===== src/rtl/alu_cond_core.sv =====
module alu_cond_core #(
  parameter int DW = 32
) (
  input  logic          clk,
  input  logic          rst_n,
  input  logic [3:0]    op_sel,
  input  logic [DW-1:0] opnd_a,
  input  logic [DW-1:0] opnd_b,
  input  logic          flag_we,
  input  logic [2:0]    cond_sel,
  output logic [DW-1:0] result,
  output logic          res_wr,
  output logic          rot_bad,
  output logic          zf_q,
  output logic          sf_q,
  output logic          of_q,
  output logic          take_br
);
  localparam int PW = 2 * DW;
  localparam logic [3:0] OP_ADD = 4'd0, OP_SUB = 4'd1, OP_MUL = 4'd2,
                         OP_AND = 4'd3, OP_OR  = 4'd4, OP_CMP = 4'd5,
                         OP_INC = 4'd6, OP_DEC = 4'd7, OP_ROR = 4'd8,
                         OP_ROL = 4'd9;

  logic [DW-1:0] b_eff, sum, diff, rot_r, rot_l;
  logic [PW-1:0] prod;
  logic          ovf, fl_ok, amt_ok, use_one, is_sub;

  assign use_one = (op_sel == OP_INC) || (op_sel == OP_DEC);
  assign is_sub  = (op_sel == OP_SUB) || (op_sel == OP_CMP) || (op_sel == OP_DEC);
  assign b_eff   = use_one ? DW'(1) : opnd_b;
  assign sum     = opnd_a + b_eff;
  assign diff    = opnd_a - b_eff;
  assign prod    = PW'($signed(opnd_a) * $signed(opnd_b));
  assign amt_ok  = (opnd_b == DW'(1)) || (opnd_b == DW'(8)) ||
                   (opnd_b == DW'(16)) || (opnd_b == DW'(24));

  always_comb begin
    rot_r = opnd_a;
    rot_l = opnd_a;
    case (opnd_b)
      DW'(1):  begin rot_r = {opnd_a[0],     opnd_a[DW-1:1]};  rot_l = {opnd_a[DW-2:0],  opnd_a[DW-1]};     end
      DW'(8):  begin rot_r = {opnd_a[7:0],   opnd_a[DW-1:8]};  rot_l = {opnd_a[DW-9:0],  opnd_a[DW-1:DW-8]};  end
      DW'(16): begin rot_r = {opnd_a[15:0],  opnd_a[DW-1:16]}; rot_l = {opnd_a[DW-17:0], opnd_a[DW-1:DW-16]}; end
      DW'(24): begin rot_r = {opnd_a[23:0],  opnd_a[DW-1:24]}; rot_l = {opnd_a[DW-25:0], opnd_a[DW-1:DW-24]}; end
      default: ;
    endcase
  end

  always_comb begin
    result  = opnd_a;
    ovf     = 1'b0;
    res_wr  = 1'b1;
    fl_ok   = 1'b1;
    rot_bad = 1'b0;
    case (op_sel)
      OP_ADD, OP_INC: begin
        result = sum;
        ovf    = (opnd_a[DW-1] == b_eff[DW-1]) && (sum[DW-1] != opnd_a[DW-1]);
      end
      OP_SUB, OP_DEC, OP_CMP: begin
        result = diff;
        ovf    = (opnd_a[DW-1] != b_eff[DW-1]) && (diff[DW-1] != opnd_a[DW-1]);
        res_wr = (op_sel != OP_CMP);
      end
      OP_MUL: begin
        result = prod[DW-1:0];
        ovf    = (prod[PW-1:DW-1] != '0) && (prod[PW-1:DW-1] != '1);
      end
      OP_AND: result = opnd_a & opnd_b;
      OP_OR:  result = opnd_a | opnd_b;
      OP_ROR, OP_ROL: begin
        rot_bad = !amt_ok;
        res_wr  = amt_ok;
        fl_ok   = amt_ok;
        if (amt_ok) result = (op_sel == OP_ROR) ? rot_r : rot_l;
      end
      default: begin
        res_wr = 1'b0;
        fl_ok  = 1'b0;
      end
    endcase
  end

  always_ff @(posedge clk) begin
    if (!rst_n) begin
      zf_q <= 1'b0;
      sf_q <= 1'b0;
      of_q <= 1'b0;
    end else if (flag_we && fl_ok) begin
      zf_q <= (result == '0);
      sf_q <= result[DW-1];
      of_q <= ovf;
    end
  end

  always_comb begin
    case (cond_sel)
      3'd0: take_br = zf_q;
      3'd1: take_br = sf_q;
      3'd2: take_br = of_q;
      3'd3: take_br = sf_q ^ of_q;
      3'd4: take_br = (sf_q == of_q) && !zf_q;
      3'd5: take_br = !zf_q;
      3'd6: take_br = !sf_q;
      default: take_br = !of_q;
    endcase
  end

  p_flag_hold_r9: assert property (@(posedge clk) disable iff (!rst_n)
    !flag_we |=> $stable({zf_q, sf_q, of_q}));

  p_logic_no_ovf_r4: assert property (@(posedge clk) disable iff (!rst_n)
    (flag_we && (op_sel == OP_AND || op_sel == OP_OR)) |=> !of_q);

  p_bad_rot_keeps_a_r7: assert property (@(posedge clk) disable iff (!rst_n)
    rot_bad |-> (result == opnd_a && !res_wr));

  p_zero_flag_r8: assert property (@(posedge clk) disable iff (!rst_n)
    (flag_we && !rot_bad && op_sel < 4'd10 && result == '0) |=> zf_q);

  p_cmp_no_write_r2: assert property (@(posedge clk) disable iff (!rst_n)
    (op_sel == OP_CMP) |-> !res_wr);
endmodule


===== config.mk =====
export PLATFORM = sky130hd
export DESIGN_NAME = alu_cond_core
export DESIGN_NICKNAME = d
export VERILOG_FILES = /design/src/rtl/alu_cond_core.sv
export SDC_FILE = /design/constraint.sdc
export NUM_CORES = 2
export LEC_CHECK = 0
export BUFFER_PORTS_ARGS = -buffer_cell sky130_fd_sc_hd__buf_2
export CORE_ASPECT_RATIO = 1.75
export CORE_MARGIN = 2
export CORE_UTILIZATION = 60
export CTS_CLUSTER_SIZE = 20
export DETAILED_ROUTE_END_ITERATION = 8
export GPL_ROUTABILITY_DRIVEN = 1
export PLACE_DENSITY = 0.73
export SLEW_MARGIN = 15
export SYNTH_ARGS = -nofsm -noshare
export SYNTH_HDL_FRONTEND = slang
export SYNTH_SLANG_ARGS = --single-unit

===== constraint.sdc =====
create_clock -name clk -period 28.4 [get_ports clk]
set_clock_uncertainty 0.15 [all_clocks]
set_input_delay 1.42 -clock clk [delete_from_list [all_inputs] [get_ports clk]]
set_output_delay 1.42 -clock clk [all_outputs]
set_load 0.05 [all_outputs]

### After elaboration in Yosys (flattened, before gate mapping)

Index checks and enable logic that the tools add are counted.

* register bits after elaboration: 3

* $mul: 1
* muxes and demuxes: 11
* reductions and logical operators: 22
* equality and inequality tests: 26
* add/sub/neg operators: 2
* bitwise operators: 3

Operator list (number)
* $pmux 32 s4: 2
* $pmux 32 s6: 1
* $mux 32: 3
* $eq 32x5->1 const B: 2
* $mul 32x32->64: 1
* $ne 33x33->1 const B: 1
* $reduce_bool 33->1: 1
* $add 32x32->32: 1
* $and 32x32->32: 1
* $eq 32x1->1 const B: 1
* $eq 32x4->1 const B: 1
* $logic_not 32->1: 1
* $or 32x32->32: 1
* $sub 32x32->32: 1
* $eq 4x3->1 const B: 4
* $eq 3x3->1 const B: 3
* $eq 4x2->1 const B: 2
* $eq 4x4->1 const B: 2
* $reduce_or 8->1: 1
* $pmux 1 s7: 1
* $eq 3x2->1 const B: 2
* $pmux 1 s3: 2
* $logic_and 1x1->1: 5
* $reduce_or 5->1: 1
* 14 further kinds: 24

### Logic depth before layout (Yosys ltp)

* word-level depth: 7
* depth in mapped cells: 34
* mapped depth without buffers: 29

### Least setup slack after synthesis

OpenSTA, ideal clock, no wires.

* path type: input-to-output
* start: in opnd_b[4]
* end: out result[29]
* slack: 17.410 ns
* buffers on the path: 7
* stages on the path: 26
* arrival: 9.420 ns
* path through: clkbuf_1 > buf_2 > buf_2 > buf_2 > clkbuf_1 > buf_1 > nand2_1 > fa_1 > fa_1 > fa_1 > fa_1 > inv_1 > fa_1 > inv_1 > fa_1 > inv_1 > fa_1 > fa_1 > ha_1 > clkbuf_1 > nand3_1 > a2111oi_1 > nor2b_1 > xnor2_1 > a221oi_1 > o22ai_1

* word-level cells in the longest chain between the ends: 6
* elaborated cells between the ends (all ways): 16
* classes of those cells: add/sub: 2; mul: 1; eq/ne: 4; mux: 6; reduce/logical: 3

RTL lines
* start, declared: RTL line 8 `input logic [DW-1:0] opnd_b,`
* branches (longest 5 deep; another with $mul 32x32->64)
* $pmux 32 s6 (*): RTL line 56 `case (op_sel)`
* end, declared: RTL line 11 `output logic [DW-1:0] result,`

Mark *: on every way between the ends.

### Worst setup path in the final report

* start: in opnd_b[5]
* end: out result[22]

The elaborated chain is that of the path after synthesis.

==> results.json <==
{
  "outcome": "finished, final reports clean",
  "place_hpwl_um": 124600,
  "crit_arrival_ns": 10.52,
  "ant_nets": 0,
  "start_util": 0.6061,
  "muxShareOfSynthArea": 0.008011,
  "postCtsSetupRepairBufs": 0,
  "crit_chain": "buf_2, inv_1, nor2_1, fa_1, fa_1, fa_1, inv_1, fa_1, inv_1, fa_1, ha_1, fa_1, fa_1, ha_1, a21oi_1, o21ai_0, a21oi_1, nand2_1, a311oi_1, o21ai_0, o22ai_1, a21oi_1, buf_2",
  "synth_nets": 6442,
  "cp_max_fo": 23,
  "synth_area_leader_cell": "fa_1",
  "h-tree-depth": 1,
  "seq_area_frac_synth": 0.001378,
  "relSlewSlack": 0.1734,
  "synth_warnings": 0,
  "wire_per_inst_um": 28.42,
  "hold_buffers": 0,
  "worstSetupStartpointType": "input port",
  "holdWs_ns": 0.3705,
  "synth_xor_xnor_area_share": 0.01565,
  "via_per_inst": 6.587,
  "fin_crit_sh": 0.4258,
  "setup_violations": 0,
  "num_vias": 38410,
  "finalHoldViolCount": 0,
  "clk_pin_slew_ns": 0.03,
  "fp-row-count": 130,
  "synth_fa_ha_area_frac": 0.5686,
  "rsz0062_at_grt": "no",
  "worstSetupPathType": "in -> out",
  "finalMaxSlewViolations": 0,
  "antenna_found_initial": 14,
  "synthSimpleGateAreaFrac": 0.1880,
  "max_slew.worst_pin.slew_ns": 1.232,
  "grt_pass1_wl_um": 251800,
  "crit_path_frequent_cell": "fa_1",
  "synth-async-reset-ratio": 0,
  "cts_root_buf": "clkbuf_16",
  "cp_slowest_cell": "a311oi_1",
  "tns_ns": 0,
  "syn_inst": 5038,
  "netlist_area_um2": 43580,
  "ioPinCount": 112,
  "hold_class": "reg -> reg",
  "synth-edff-count": 0,
  "fp.coreArea_um2": 71890,
  "netlist.area_leader.share": 0.4980,
  "grt-ovfl-total": 0,
  "cts_made_buffers": 3,
  "port_buffers": 111,
  "synth_compound_area_frac": 0.1169,
  "ctsResizeCount": 0,
  "avgSynthCellArea_um2": 8.649,
  "rrSetupSlack_ns": 27.26,
  "routed_wl_um": 165700,
  "nets": 6300,
  "routabilityCongestion": 1.080,
  "crit_path_max_incr_delay_ns": 1.07,
  "cp_data_required_time_ns": 26.83,
  "cap_violations": 0,
  "insertion_delay_ns": 0.24,
  "route.detailed.drc": 0,
  "fillers": 6385,
  "dieArea_um2": 74880,
  "max_clock_freq_mhz": 82.70,
  "clkSinkCount": 3,
  "grt_pass1_vias": 42060,
  "die_w_um": 207.7,
  "synth-seq-cells": 3,
  "die_h_um": 360.5,
  "synth_top_family_by_area": "adder cells",
  "synth_ff_type": "dfxtp_1",
  "utilization": 0.6223,
  "grt_max_degree": 63,
  "dr.first_iter.drc_count": 3632,
  "ys_types": 93,
  "track_usage": 0.4541,
  "ys_top_cells_by_area": "fa_1 50%, ha_1 7.1%, inv_1 7.0%",
  "cts_buffer_depth": 2,
  "dr.pass1.iters": 9,
  "crit_path_end_kind": "output pin",
  "syn_to_final_growth_pct": 2.673,
  "cts_tree": "done",
  "period_minus_slack_ns": 12.09,
  "drive_gt1_frac": 0.05128
}
[stage by stage]
step / instance area, um2 / setup WS, ns / std cells
final: 44740 / 16.31 / 5831
after detailed placement: 44620 / 16.58 / 5815
after CTS: 44700 / 16.80 / 5819
after global routing: 44710 / 16.13 / 5819
after floorplan: 43580 / 17.41 / 5038
after global placement: 44620 / 16.79 / 5815
[final timing paths]
kind / start / to / depth (start not counted)
min reg2reg: zf_q / zf_q / 2
min: zf_q / zf_q / 2
max reg2reg: of_q / of_q / 2
max: opnd_b[5] / result[22] / 23
[cell type report]
class	count	area, um2	area share
diodes	12	30.03	0.0006712
clock buffers	4	78.83	0.001762
inverters	821	3082	0.06888
multi-input cells	3872	39150	0.8750
flip-flops and latches	3	60.06	0.001342
well taps	924	1156	0.02584
repair buffers	195	1186	0.02651
[logic make-up (layout without fill, tap and decap cells)]
logic type | Yosys count | count (layout)
AO/OA/AOI/OAI | 749 | 749
XOR/XNOR | 77 | 77
adder cells (fa/ha/maj) | 1330 | 1330
buffers and inverters | 1163 | 1020
flip-flops | 3 | 3
multiplexers | 34 | 34
other | 0 | 12
AND/OR/NAND/NOR | 1682 | 1682
[placed cells by master, fill, tap and decap left out, types with 11 or more instances in the layout]
| cell | netlist | layout |
|---|---|---|
| fa_1 | 1084 | 1084 |
| inv_1 | 816 | 816 |
| nand2_1 | 791 | 790 |
| and2_1 | 413 | 413 |
| ha_1 | 246 | 246 |
| a21oi_1 | 194 | 194 |
| nor2_1 | 176 | 176 |
| o21ai_0 | 127 | 127 |
| buf_2 | 15 | 111 |
| buf_4 | 1 | 84 |
| nor3_1 | 55 | 54 |
| xnor2_1 | 53 | 53 |
| nand3_1 | 40 | 40 |
| a21o_1 | 37 | 37 |
| a221oi_1 | 37 | 37 |
| a211oi_1 | 35 | 35 |
| nand2b_1 | 32 | 32 |
| or3_1 | 28 | 28 |
| o211ai_1 | 28 | 28 |
| mux2i_1 | 27 | 27 |
| o21bai_1 | 25 | 25 |
| nand4_1 | 25 | 25 |
| xor2_1 | 23 | 23 |
| nor4_1 | 23 | 22 |
| a31oi_1 | 21 | 21 |
| o21a_1 | 20 | 20 |
| o22ai_1 | 20 | 20 |
| nor2b_1 | 18 | 18 |
| and3_1 | 18 | 18 |
| o221ai_1 | 18 | 18 |
| a21boi_0 | 15 | 15 |
| o31ai_1 | 14 | 14 |
| a221o_1 | 13 | 13 |
| diode_2 | 0 | 12 |
| a22oi_1 | 12 | 12 |
| o2111ai_1 | 11 | 11 |
[Yosys cell counts, types with 20 or more instances]
cell type and number:
or3_1 28, ha_1 246, o21bai_1 25, nor3_1 55
nand2_1 791, a21oi_1 194, inv_1 816, o21ai_0 127
and2_1 413, nand2b_1 32, xor2_1 23, xnor2_1 53
o211ai_1 28, a211oi_1 35, clkbuf_1 296, a21o_1 37
a31oi_1 21, mux2i_1 27, o22ai_1 20, buf_1 26
nand3_1 40, a221oi_1 37, o21a_1 20, nand4_1 25
nor2_1 176, nor4_1 23, fa_1 1084
[state kept, by name, summed over array words and instances (netlist names)]
signal,flops
of_q,1
zf_q,1
sf_q,1
[metal layers]
| layer | vias to the layer above | part of all wire | GRT usage |
|---|---|---|---|
| met4 | 10 | 0.12 | 0.4282 |
| met5 | - | 0.00046 | 0 |
| met3 | 1024 | 0.092 | 0.1069 |
| met2 | 2349 | 0.48 | 0.7482 |
| met1 | 19440 | 0.31 | 0.4762 |
| li1 | 15590 | - | - |
[worst max-delay path: cells and delay by family]
family          cells  cell delay (ns)
fa+ha+maj           9             4.15
compound gates      7             2.88
simple gates        2             0.60
buf+inv             5             1.46
Power is not shown: default switching activity piles up to over one toggle a cycle in this logic, so the estimate is an artifact.
